--- config.mk ---
export PLATFORM = sky130hd
export DESIGN_NAME = adc_seq_ctrl
export DESIGN_NICKNAME = d
export VERILOG_FILES = /design/src/rtl/adc_seq_pkg.sv /design/src/rtl/adc_trig_gate.sv /design/src/rtl/adc_seq_fsm.sv /design/src/rtl/adc_result_bank.sv /design/src/rtl/adc_flag_irq.sv /design/src/rtl/adc_seq_ctrl.sv
export SDC_FILE = /design/constraint.sdc
export NUM_CORES = 1
export LEC_CHECK = 0
export ABC_AREA = 1
export BUFFER_PORTS_ARGS = -buffer_cell sky130_fd_sc_hd__buf_2
export CAP_MARGIN = 10
export CORE_UTILIZATION = 51
export CTS_BUF_LIST = sky130_fd_sc_hd__clkbuf_4 sky130_fd_sc_hd__clkbuf_8 sky130_fd_sc_hd__clkbuf_16
export CTS_CLUSTER_DIAMETER = 50
export DETAILED_ROUTE_END_ITERATION = 8
export GPL_ROUTABILITY_DRIVEN = 1
export PLACE_DENSITY = 0.87
export SETUP_SLACK_MARGIN = 0.05
export SYNTH_ARGS = -nofsm -noshare
export SYNTH_HDL_FRONTEND = slang
export SYNTH_SLANG_ARGS = --single-unit
--- constraint.sdc ---
create_clock -name clk -period 2.5 [get_ports clk]
set_input_delay 0.25 -clock clk [delete_from_list [all_inputs] [get_ports clk]]
set_output_delay 0.25 -clock clk [all_outputs]
set_load 0.02 [all_outputs]
--- src/rtl/adc_seq_pkg.sv ---
// Shared types for the conversion sequence controller.
// Assumes: mode code 3 is reserved and is handled like one-shot.
package adc_seq_pkg;

    typedef enum logic [1:0] {
        MODE_ONESHOT = 2'd0,
        MODE_CONT    = 2'd1,
        MODE_DISC    = 2'd2,
        MODE_RSVD    = 2'd3
    } seq_mode_e;

    typedef enum logic [1:0] {
        ST_IDLE  = 2'd0,
        ST_START = 2'd1,
        ST_WAIT  = 2'd2
    } seq_state_e;

endpackage

--- src/rtl/adc_trig_gate.sv ---
// Trigger gate: merges the three trigger sources under their enable mask and
// blocks them while the converter is disabled or still settling after an
// enable change.
// Assumes: en_i is the registered enable, and en_changed_i pulses in the cycle
// that the enable register is loaded with a new value.
module adc_trig_gate #(
    parameter int WARMUP = 2,
    localparam int CNT_W = $clog2(WARMUP + 1)
) (
    input  logic       clk,
    input  logic       rst_n,
    input  logic       en_i,
    input  logic       en_changed_i,
    input  logic [2:0] sel_i,
    input  logic       sw_i,
    input  logic       ext_i,
    input  logic       tmr_i,
    output logic       trig_o
);

    logic [CNT_W-1:0] settle_q;

    // Settle counter: reload on an enable change, then count down to zero.
    always_ff @(posedge clk) begin
        if (!rst_n)
            settle_q <= '0;
        else if (en_changed_i)
            settle_q <= CNT_W'(WARMUP);
        else if (settle_q != '0)
            settle_q <= settle_q - 1'b1;
    end

    // Accepted trigger: any enabled source, converter on and settled.
    always_comb begin
        trig_o = en_i && (settle_q == '0) && (|(sel_i & {tmr_i, ext_i, sw_i}));
    end

    // no trigger passes in the cycle right after an enable change.
    a_r10_settle_block: assert property (@(posedge clk) disable iff (!rst_n)
        en_changed_i |=> !trig_o);

endmodule

--- src/rtl/adc_seq_fsm.sv ---
// Sequencer: walks the channel list slot by slot, handshakes with the
// converter core and applies the mode-dependent restart rules.
// Assumes: configuration inputs change only together with cfg_write_i, so a
// change always aborts a running group.
module adc_seq_fsm
    import adc_seq_pkg::*;
#(
    parameter int MAX_SLOTS = 8,
    parameter int CH_W      = 4,
    localparam int SLOT_W   = (MAX_SLOTS > 1) ? $clog2(MAX_SLOTS) : 1
) (
    input  logic                      clk,
    input  logic                      rst_n,
    input  logic                      trig_i,
    input  logic                      cfg_write_i,
    input  seq_mode_e                 mode_i,
    input  logic [SLOT_W-1:0]         len_i,
    input  logic [MAX_SLOTS*CH_W-1:0] list_i,
    input  logic                      conv_done_i,
    output logic                      conv_start_o,
    output logic [CH_W-1:0]           conv_ch_o,
    output logic                      busy_o,
    output logic                      wr_en_o,
    output logic [SLOT_W-1:0]         wr_slot_o,
    output logic                      sample_eoc_o,
    output logic                      group_eoc_o
);

    seq_state_e        state_q;
    logic [SLOT_W-1:0] slot_q;
    logic [SLOT_W-1:0] disc_pos_q;
    logic              last_slot;
    logic              done_ok;

    // Handshake decode: current slot, last-slot test, accepted completion.
    always_comb begin
        last_slot    = (slot_q == len_i);
        done_ok      = (state_q == ST_WAIT) && conv_done_i && !cfg_write_i;
        conv_start_o = (state_q == ST_START);
        conv_ch_o    = list_i[slot_q*CH_W +: CH_W];
        busy_o       = (state_q != ST_IDLE);
        wr_en_o      = done_ok;
        wr_slot_o    = slot_q;
        sample_eoc_o = done_ok;
        group_eoc_o  = done_ok && last_slot;
    end

    // State, slot and discontinuous-position update; a config write aborts.
    always_ff @(posedge clk) begin
        if (!rst_n || cfg_write_i) begin
            state_q    <= ST_IDLE;
            slot_q     <= '0;
            disc_pos_q <= '0;
        end else begin
            case (state_q)
                ST_IDLE: begin
                    if (trig_i) begin
                        slot_q  <= (mode_i == MODE_DISC) ? disc_pos_q : '0;
                        state_q <= ST_START;
                    end
                end
                ST_START: state_q <= ST_WAIT;
                ST_WAIT: begin
                    if (conv_done_i) begin
                        if (mode_i == MODE_DISC) begin
                            disc_pos_q <= last_slot ? '0 : slot_q + 1'b1;
                            state_q    <= ST_IDLE;
                        end else if (!last_slot) begin
                            slot_q  <= slot_q + 1'b1;
                            state_q <= ST_START;
                        end else if (mode_i == MODE_CONT) begin
                            slot_q  <= '0;
                            state_q <= ST_START;
                        end else begin
                            state_q <= ST_IDLE;
                        end
                    end
                end
                default: state_q <= ST_IDLE;
            endcase
        end
    end

    // a start to the converter lasts exactly one cycle.
    a_r2_start_single: assert property (@(posedge clk) disable iff (!rst_n)
        conv_start_o |=> !conv_start_o);

    // a configuration write leaves the sequencer idle.
    a_r6_abort_idle: assert property (@(posedge clk) disable iff (!rst_n)
        cfg_write_i |=> !busy_o);

    // while waiting, nothing but done or a config write moves the slot.
    a_r9_wait_holds: assert property (@(posedge clk) disable iff (!rst_n)
        (state_q == ST_WAIT && !conv_done_i && !cfg_write_i)
        |=> (state_q == ST_WAIT && $stable(slot_q)));

    // a running slot never passes the programmed length.
    a_r3_slot_bound: assert property (@(posedge clk) disable iff (!rst_n)
        busy_o |-> (slot_q <= len_i));

endmodule

--- src/rtl/adc_result_bank.sv ---
// Result bank: one data register per slot, written when the converter
// reports completion for that slot.
// Assumes: at most one write per cycle.
module adc_result_bank #(
    parameter int MAX_SLOTS = 8,
    parameter int DATA_W    = 16,
    localparam int SLOT_W   = (MAX_SLOTS > 1) ? $clog2(MAX_SLOTS) : 1
) (
    input  logic                        clk,
    input  logic                        rst_n,
    input  logic                        wr_en_i,
    input  logic [SLOT_W-1:0]           wr_slot_i,
    input  logic [DATA_W-1:0]           data_i,
    output logic [MAX_SLOTS*DATA_W-1:0] res_o
);

    for (genvar g = 0; g < MAX_SLOTS; g++) begin : g_slot
        logic [DATA_W-1:0] val_q;

        // Slot register: capture the sample addressed to this slot.
        always_ff @(posedge clk) begin
            if (!rst_n)
                val_q <= '0;
            else if (wr_en_i && wr_slot_i == SLOT_W'(g))
                val_q <= data_i;
        end

        assign res_o[g*DATA_W +: DATA_W] = val_q;

        // a write addressed here appears in this slot on the next cycle.
        a_r7_slot_store: assert property (@(posedge clk) disable iff (!rst_n)
            (wr_en_i && wr_slot_i == SLOT_W'(g)) |=> (val_q == $past(data_i)));
    end

endmodule

--- src/rtl/adc_flag_irq.sv ---
// Flag and interrupt logic: raw sample and group flags with write-one clear,
// and a masked interrupt.
// Assumes: a set and a clear in the same cycle leave the flag set.
module adc_flag_irq (
    input  logic       clk,
    input  logic       rst_n,
    input  logic       sample_eoc_i,
    input  logic       group_eoc_i,
    input  logic [1:0] clr_i,
    input  logic [1:0] ie_i,
    output logic       flag_sample_o,
    output logic       flag_group_o,
    output logic       irq_o
);

    // Raw flags: set on events, clear on strobe, set has priority.
    always_ff @(posedge clk) begin
        if (!rst_n) begin
            flag_sample_o <= 1'b0;
            flag_group_o  <= 1'b0;
        end else begin
            flag_sample_o <= sample_eoc_i | (flag_sample_o & ~clr_i[0]);
            flag_group_o  <= group_eoc_i  | (flag_group_o  & ~clr_i[1]);
        end
    end

    // Interrupt: each raw flag gated by its enable bit.
    always_comb begin
        irq_o = (flag_sample_o & ie_i[0]) | (flag_group_o & ie_i[1]);
    end

    // every completed sample leaves the sample flag set.
    a_r11_sample_set: assert property (@(posedge clk) disable iff (!rst_n)
        sample_eoc_i |=> flag_sample_o);

    // a group end is always also a sample end.
    a_r11_group_in_sample: assert property (@(posedge clk) disable iff (!rst_n)
        group_eoc_i |-> sample_eoc_i);

    // with both enables off the interrupt stays low.
    a_r12_irq_masked: assert property (@(posedge clk) disable iff (!rst_n)
        (ie_i == 2'b00) |-> !irq_o);

endmodule

--- src/rtl/adc_seq_ctrl.sv ---
// Top of the conversion sequence controller: holds the configuration
// registers and connects the trigger gate, sequencer, result bank and flags.
// Assumes: the converter core answers each start with one done pulse that
// carries its sample; configuration is loaded only through cfg_we.
module adc_seq_ctrl
    import adc_seq_pkg::*;
#(
    parameter int NUM_CH    = 14,
    parameter int MAX_SLOTS = 8,
    parameter int DATA_W    = 16,
    parameter int WARMUP    = 2,
    localparam int CH_W     = $clog2(NUM_CH),
    localparam int SLOT_W   = (MAX_SLOTS > 1) ? $clog2(MAX_SLOTS) : 1
) (
    input  logic                        clk,
    input  logic                        rst_n,
    input  logic                        cfg_we,
    input  logic                        cfg_enable,
    input  logic [1:0]                  cfg_mode,
    input  logic [SLOT_W-1:0]           cfg_len,
    input  logic [MAX_SLOTS*CH_W-1:0]   cfg_list,
    input  logic [2:0]                  cfg_trig_sel,
    input  logic [1:0]                  irq_en,
    input  logic                        sw_trig,
    input  logic                        ext_trig,
    input  logic                        tmr_trig,
    output logic                        conv_start,
    output logic [CH_W-1:0]             conv_ch,
    input  logic                        conv_done,
    input  logic [DATA_W-1:0]           conv_data,
    output logic [MAX_SLOTS*DATA_W-1:0] res_data,
    output logic                        flag_sample,
    output logic                        flag_group,
    input  logic [1:0]                  flag_clr,
    output logic                        irq,
    output logic                        busy
);

    logic                      en_q;
    seq_mode_e                 mode_q;
    logic [SLOT_W-1:0]         len_q;
    logic [MAX_SLOTS*CH_W-1:0] list_q;
    logic [2:0]                sel_q;
    logic                      en_changed;
    logic                      trig_ok;
    logic                      wr_en;
    logic [SLOT_W-1:0]         wr_slot;
    logic                      sample_eoc;
    logic                      group_eoc;

    // Enable-change detect for the settle window.
    always_comb begin
        en_changed = cfg_we && (cfg_enable != en_q);
    end

    // Configuration registers, loaded by the write strobe.
    always_ff @(posedge clk) begin
        if (!rst_n) begin
            en_q   <= 1'b0;
            mode_q <= MODE_ONESHOT;
            len_q  <= '0;
            list_q <= '0;
            sel_q  <= '0;
        end else if (cfg_we) begin
            en_q   <= cfg_enable;
            mode_q <= seq_mode_e'(cfg_mode);
            len_q  <= cfg_len;
            list_q <= cfg_list;
            sel_q  <= cfg_trig_sel;
        end
    end

    adc_trig_gate #(.WARMUP(WARMUP)) u_gate (
        .clk          (clk),
        .rst_n        (rst_n),
        .en_i         (en_q),
        .en_changed_i (en_changed),
        .sel_i        (sel_q),
        .sw_i         (sw_trig),
        .ext_i        (ext_trig),
        .tmr_i        (tmr_trig),
        .trig_o       (trig_ok)
    );

    adc_seq_fsm #(.MAX_SLOTS(MAX_SLOTS), .CH_W(CH_W)) u_fsm (
        .clk          (clk),
        .rst_n        (rst_n),
        .trig_i       (trig_ok),
        .cfg_write_i  (cfg_we),
        .mode_i       (mode_q),
        .len_i        (len_q),
        .list_i       (list_q),
        .conv_done_i  (conv_done),
        .conv_start_o (conv_start),
        .conv_ch_o    (conv_ch),
        .busy_o       (busy),
        .wr_en_o      (wr_en),
        .wr_slot_o    (wr_slot),
        .sample_eoc_o (sample_eoc),
        .group_eoc_o  (group_eoc)
    );

    adc_result_bank #(.MAX_SLOTS(MAX_SLOTS), .DATA_W(DATA_W)) u_bank (
        .clk       (clk),
        .rst_n     (rst_n),
        .wr_en_i   (wr_en),
        .wr_slot_i (wr_slot),
        .data_i    (conv_data),
        .res_o     (res_data)
    );

    adc_flag_irq u_flags (
        .clk           (clk),
        .rst_n         (rst_n),
        .sample_eoc_i  (sample_eoc),
        .group_eoc_i   (group_eoc),
        .clr_i         (flag_clr),
        .ie_i          (irq_en),
        .flag_sample_o (flag_sample),
        .flag_group_o  (flag_group),
        .irq_o         (irq)
    );

    // while disabled, no start is ever issued from idle.
    a_r10_disabled_quiet: assert property (@(posedge clk) disable iff (!rst_n)
        (!en_q && !busy) |=> !conv_start);

    // a config write is never followed directly by a start.
    a_r6_no_start_after_write: assert property (@(posedge clk) disable iff (!rst_n)
        cfg_we |=> !conv_start);

endmodule

* Word-level counts from Yosys, hierarchy flattened
Cells that the tools add are included.
** Cells by class
- Add/sub/neg operators :: 2
- Multipliers :: 0
- Divide/modulo/power cells :: 0
- $lt $le $gt $ge :: 0
- Eq/ne operators :: 17
- Shift-type cells :: 1
- Multiplexer cells :: 16
- Bitwise operators :: 11
- Reductions and logical operators :: 29
** Operator list (count)
- indexed part select 32 x 6 -> 4 bit :: 1
- 2-to-1 mux 3 bit :: 7
- logical AND 1 bit :: 14
- == test 3 bit (second input constant) :: 4
- 2-to-1 mux 2 bit :: 6
- nonzero test 2 bit :: 4
- == test 3 x 2 -> 1 bit (second input constant) :: 2
- inequality test 2 bit (second input constant) :: 3
- one-hot mux 2 bit (3 select lines) :: 1
- one-hot mux 3 bit (2 select lines) :: 1
- AND reduction 5 bit :: 1
- bitwise AND 1 bit :: 4
- == test 2 x 1 -> 1 bit (second input constant) :: 2
- == test 2 bit (second input constant) :: 2
- zero test 2 bit :: 2
- adder 3 x 1 -> 3 bit (second input constant) :: 1
- bitwise AND 3 bit :: 1
- == test 3 x 1 -> 1 bit (second input constant) :: 1
- == test 3 bit :: 1
- zero test 3 bit :: 1
- inequality test 3 bit (second input constant) :: 1
- NOT 1 bit :: 3
- OR 1 bit :: 3
- AND reduction 3 bit :: 1
- other kinds (8) :: 9
** Word-level totals
- Flip-flop bits (word level) :: 181
- Latch bits :: 0
- Bits in writable memories :: 0
- Memory bits (read-only) :: 0
- Input bits :: 68
- Output and inout port bits :: 137
- Logic and storage cells :: 96
- Memories kept :: 0

* Longest topological paths before layout
- Depth after elaboration :: 6
- Mapped depth :: 11
- Gate-level depth less buffers :: 10

* Modules after synthesis
Synthesis repeated with hierarchy kept, for this count alone.
** Second synthesis, totals
- Cell total of the unflattened synthesis :: 1153
- Area, all modules :: 7813.7 um2
** Modules (own cells, without submodules)
- adc_result_bank :: times used 1, cells an instance 725, area an instance 5071.1 um2, seq. area each 2562.5 um2
- adc_seq_ctrl :: times used 1, cells an instance 264, area an instance 1725.4 um2, seq. area each 820.8 um2
- adc_seq_fsm :: times used 1, cells an instance 132, area an instance 825.8 um2, seq. area each 160.2 um2
- adc_trig_gate :: times used 1, cells an instance 18, area an instance 103.8 um2, seq. area each 40.0 um2
- adc_flag_irq :: times used 1, cells an instance 14, area an instance 87.6 um2, seq. area each 40.0 um2

* Worst setup path before layout
OpenSTA, ideal clock, no wires.
- Path type :: reg2reg
- Start :: register u_fsm.slot_q[1] (netlist: u_fsm.wr_slot_o[1])
- End :: register u_bank.g_slot[5].val_q[10]
- Library setup time :: 0.116 ns
- Arrival :: 1.643 ns
- Data required time :: 2.384 ns
- Setup slack :: 0.741 ns
- Cell stages (with the launch flop) :: 11
- Buffers on the path :: 3
- Clock period less this slack :: 1.759 ns
- Cell sequence :: dfxtp_1 -> clkbuf_2 -> inv_1 -> clkbuf_1 -> ha_1 -> nand2_1 -> nor2_4 -> inv_1 -> buf_6 -> nor2_1 -> nor2_1
** Between the ends
- Word-level cells in the longest chain between the ends :: 2
** Ends and longest elaborated chain
- start, declared :: RTL line adc_seq_fsm.sv:30 : logic [SLOT_W-1:0] slot_q;
- start signal, assigned :: RTL line adc_seq_fsm.sv:58 : slot_q <= (mode_i == MODE_DISC) ? disc_pos_q : '0;
- start signal, assigned :: RTL line adc_seq_fsm.sv:69 : slot_q <= slot_q + 1'b1;
- == test 3 bit :: RTL line adc_result_bank.sv:24 : else if (wr_en_i && wr_slot_i == SLOT_W'(g))
- logical AND 1 bit :: RTL line adc_result_bank.sv:24
- end signal, assigned :: RTL line adc_result_bank.sv:25 : val_q <= data_i;
- end, declared :: RTL line adc_result_bank.sv:18 : logic [DATA_W-1:0] val_q;
Every way passes these cells.
A chain may end at the register's enable or synchronous reset.

* Final worst setup path
- Start :: register u_fsm.slot_q[1] (netlist: u_fsm.wr_slot_o[1])
- End :: register u_bank.g_slot[3].val_q[2]
** Between the ends
- Word-level cells in the longest chain between the ends :: 2
** Ends and longest elaborated chain (RTL line)
- == test 3 x 2 -> 1 bit :: adc_result_bank.sv:24
- logical AND 1 bit :: adc_result_bank.sv:24
- end signal, assigned :: adc_result_bank.sv:25
- end, declared :: adc_result_bank.sv:18
Every way passes these cells.

==> impl_metrics.toml <==
[synthesis]
synth.top_cell.area_share = 0.527
syn_area_um2 = 6880
avgSynthCellArea_um2 = 7.61
synth_edf_count = 0
yosys_warnings = 0
yosysSeqAreaShare = 0.527
ys_ff_latch = 181
synthMuxAreaShare = 0
synthCells = 904
ys_top_cells_by_area = "dfxtp_1 53%, nor2_1 16%, o21ai_0 9.9%"
synthArstFlopShare = 0
synth-simple-area-share = 0.254
synth-compound-area-share = 0.154
yosys.area.top_type = "dfxtp_1"
synth_ff_type = "dfxtp_1"
synthXorXnorAreaFrac = 0.00127
synth_top_family_by_area = "simple AND/OR/NAND/NOR gates"
synth_nets = 978
synth_adder_area_share = 0.0109
netlist-cell-type-count = 29

[routing]
wl_per_cell_um = 15.2
viasPerCell = 5.30
drt_iter0_drc = 596
drtPass1Iterations = 5
wl_um = 19300
drc = 0
ant_nets = 0
via_count = 6737

[final_layout]
final_core_util = 0.647
syn_to_final_growth_pct = 24.1
final_layout_size_suffix_gt1_frac = 0.240
nNetsFinal = 1156
stdcell_area_um2 = 8530
fin_cells = 1270
antennaDiodeCount = 0

[grt]
first_global_vias = 6028
antenna_found_initial = 0
grt_max_degree = 90
grt_overflow = 0
grt_pass1_wl_um = 30200
grtUsageTotal = 0.277

[setup_path]
worstSetupPathType = "flip-flop to flip-flop"
critPathLaunch = "u_fsm.wr_slot_o[1]"
reg2reg_from = "u_fsm.wr_slot_o[1]"
crit_path_end_kind = "flip-flop"
endpoint = "u_bank.g_slot[3].val_q[2]"
arrival_ns = 2.42
reg2reg_slack_ns = 0.39
ff2ff_path_depth = 6
crit_required_ns = 2.81
worst_setup_path_start_kind = "flip-flop"
critPathMaxFanout = 17
timing.rr.end = "u_bank.g_slot[3].val_q[2]"

[timing]
finClkSkew_ns = 0.00922
hold_viol_final = 0
relSlewSlack = 0.611
max_freq_mhz = 474
rsz0062_at_grt = "no"
worst_pin_slew_ns = 0.583
fin_crit_ns = 2.11
slew_violations = 0
worst_hold_slack_ns = 0.0275
tns_ns = 0
timing.final.ws_setup_ns = 0.390
finalSetupViolCount = 0
fin_crit_sh = 0.844

[power]
power_density_nw_per_um2 = 699
leakagePower_nw = 3.92
total_power_mw = 5.97
ir_worst_vdd_mv = 0.450

[clocking]
ctsResizeCount = 0
cts.sinks = 181
cts_tree = "yes"
holdBufCountCts = 0
cts_max_level = 4
cts_buffers = 17
clk_path_buf_depth = 2
clkSlewWorstSetupHoldPaths_ns = 0.07
clock-root-buffer = "clkbuf_16"
cts_setup_buffers = 0
worstSkewPairLatency_ns = 0.44

[floorplanning]
start_util = 0.521
fp-row-count = 42
die_area_um2 = 14000
pin_count = 205
core_um2 = 13200
die_h_um = 118
die_x_um = 118

[placement]
place_area_um2 = 7940
port_buffers = 204
gp_congestion = 0.839
place_inst = 1239
place_hpwl_um = 12800
dp_slack_ns = 0.468

[run_status]
status = "finished clean"

[run]
cap_violations = 0

[worst_hold_path]
hold_path.class = "input pin to flip-flop"
-- cell usage after synthesis, types with 6 or more instances --
library cell	n
nand2_1	77
ha_1	6
dfxtp_1	181
o21ai_1	20
clkbuf_1	37
o21ai_0	136
inv_1	14
buf_2	10
o22ai_1	8
nand3_1	41
a21oi_1	43
inv_2	7
nor2_1	297
-- where the power goes --
| group | internal [mW] | total [mW] | switching [mW] | leakage, nW |
|---|---|---|---|---|
| clock | 1.55 | 2.67 | 1.12 | 0.283 |
| combinational | 0.113 | 0.343 | 0.230 | 2.17 |
| sequential | 2.93 | 2.96 | 0.0263 | 1.47 |
-- layer usage --
| layer | part of all wire | wire [um] | vias to the layer above | global-route usage |
|---|---|---|---|---|
| met2 | 0.47 | 9040 | 305 | 0.449 |
| met1 | 0.42 | 8080 | 3088 | 0.349 |
| met3 | 0.080 | 1550 | 48 | 0.0615 |
| li1 | - | - | 3296 | - |
| met4 | 0.034 | 649 | 0 | 0.131 |
| met5 | 0 | 0 | - | 0 |
-- worst max-delay path, cell delays in order, from the launching register on --
cell     delay (ns)
dfxtp_1        0.33
buf_4          0.17
ha_1           0.20
ha_1           0.54
nand2_1        0.47
nand2_1        0.19
a21oi_1        0.08
-- sequential cells by signal, summed over array words and instances (netlist names) --
name / flops
mode_q: 2
u_fsm.state_q: 2
u_fsm.wr_slot_o: 3
u_flags.flag_sample_o: 1
sel_q: 3
en_q: 1
u_flags.flag_group_o: 1
u_fsm.disc_pos_q: 3
len_q: 3
u_bank.g_slot.val_q: 128
list_q: 32
u_gate.settle_q: 2
-- logic make-up after synthesis --
| group | Yosys count |
|---|---|
| XOR/XNOR | 1 |
| AND/OR/NAND/NOR | 428 |
| AO/OA/AOI/OAI | 209 |
| adder cells (fa/ha/maj) | 6 |
| buffers and inverters | 79 |
| flip-flops | 181 |
-- final cells by class --
class / instances / area (um2)
flip-flops and latches: 181 / 3620
multi-input cells: 644 / 2900
clock inverters: 10 / 123
inverters: 24 / 92.6
repair buffers: 214 / 1110
well taps: 176 / 220
clock buffers: 21 / 468
fillers: 1148 / 4660
-- placed cells by master (no fill, tap or decap), types with 8 or more instances in the layout --
cell type	Yosys	layout
o22ai_1	8	8
o21ai_1	20	20
buf_4	3	10
buf_2	10	203
o21ai_0	136	136
a21oi_1	43	43
clkbuf_16	0	17
nor2_1	297	297
inv_1	14	14
dfxtp_1	181	181
nand2_1	77	77
nand3_1	41	41
-- how the worst min path moves through the flow --
| stage | from | to | slack [ns] | depth (start not counted) |
|---|---|---|---|---|
| 6_report | cfg_list[13] | list_q[13] | 0.03 | 3 |
| 5_1_grt | cfg_trig_sel[0] | sel_q[0] | 0.03 | 3 |
| 4_1_cts | cfg_list[24] | list_q[24] | 0.02 | 3 |
| 3_5_place_dp | u_gate.settle_q[0] | u_gate.settle_q[0] | 0.45 | 1 |
| 3_3_place_gp | u_gate.settle_q[0] | u_gate.settle_q[0] | 0.44 | 1 |
| 2_1_floorplan | conv_data[0] | u_bank.g_slot[5].val_q[0] | 0.38 | 2 |
Power figures use the tool's default switching activity.
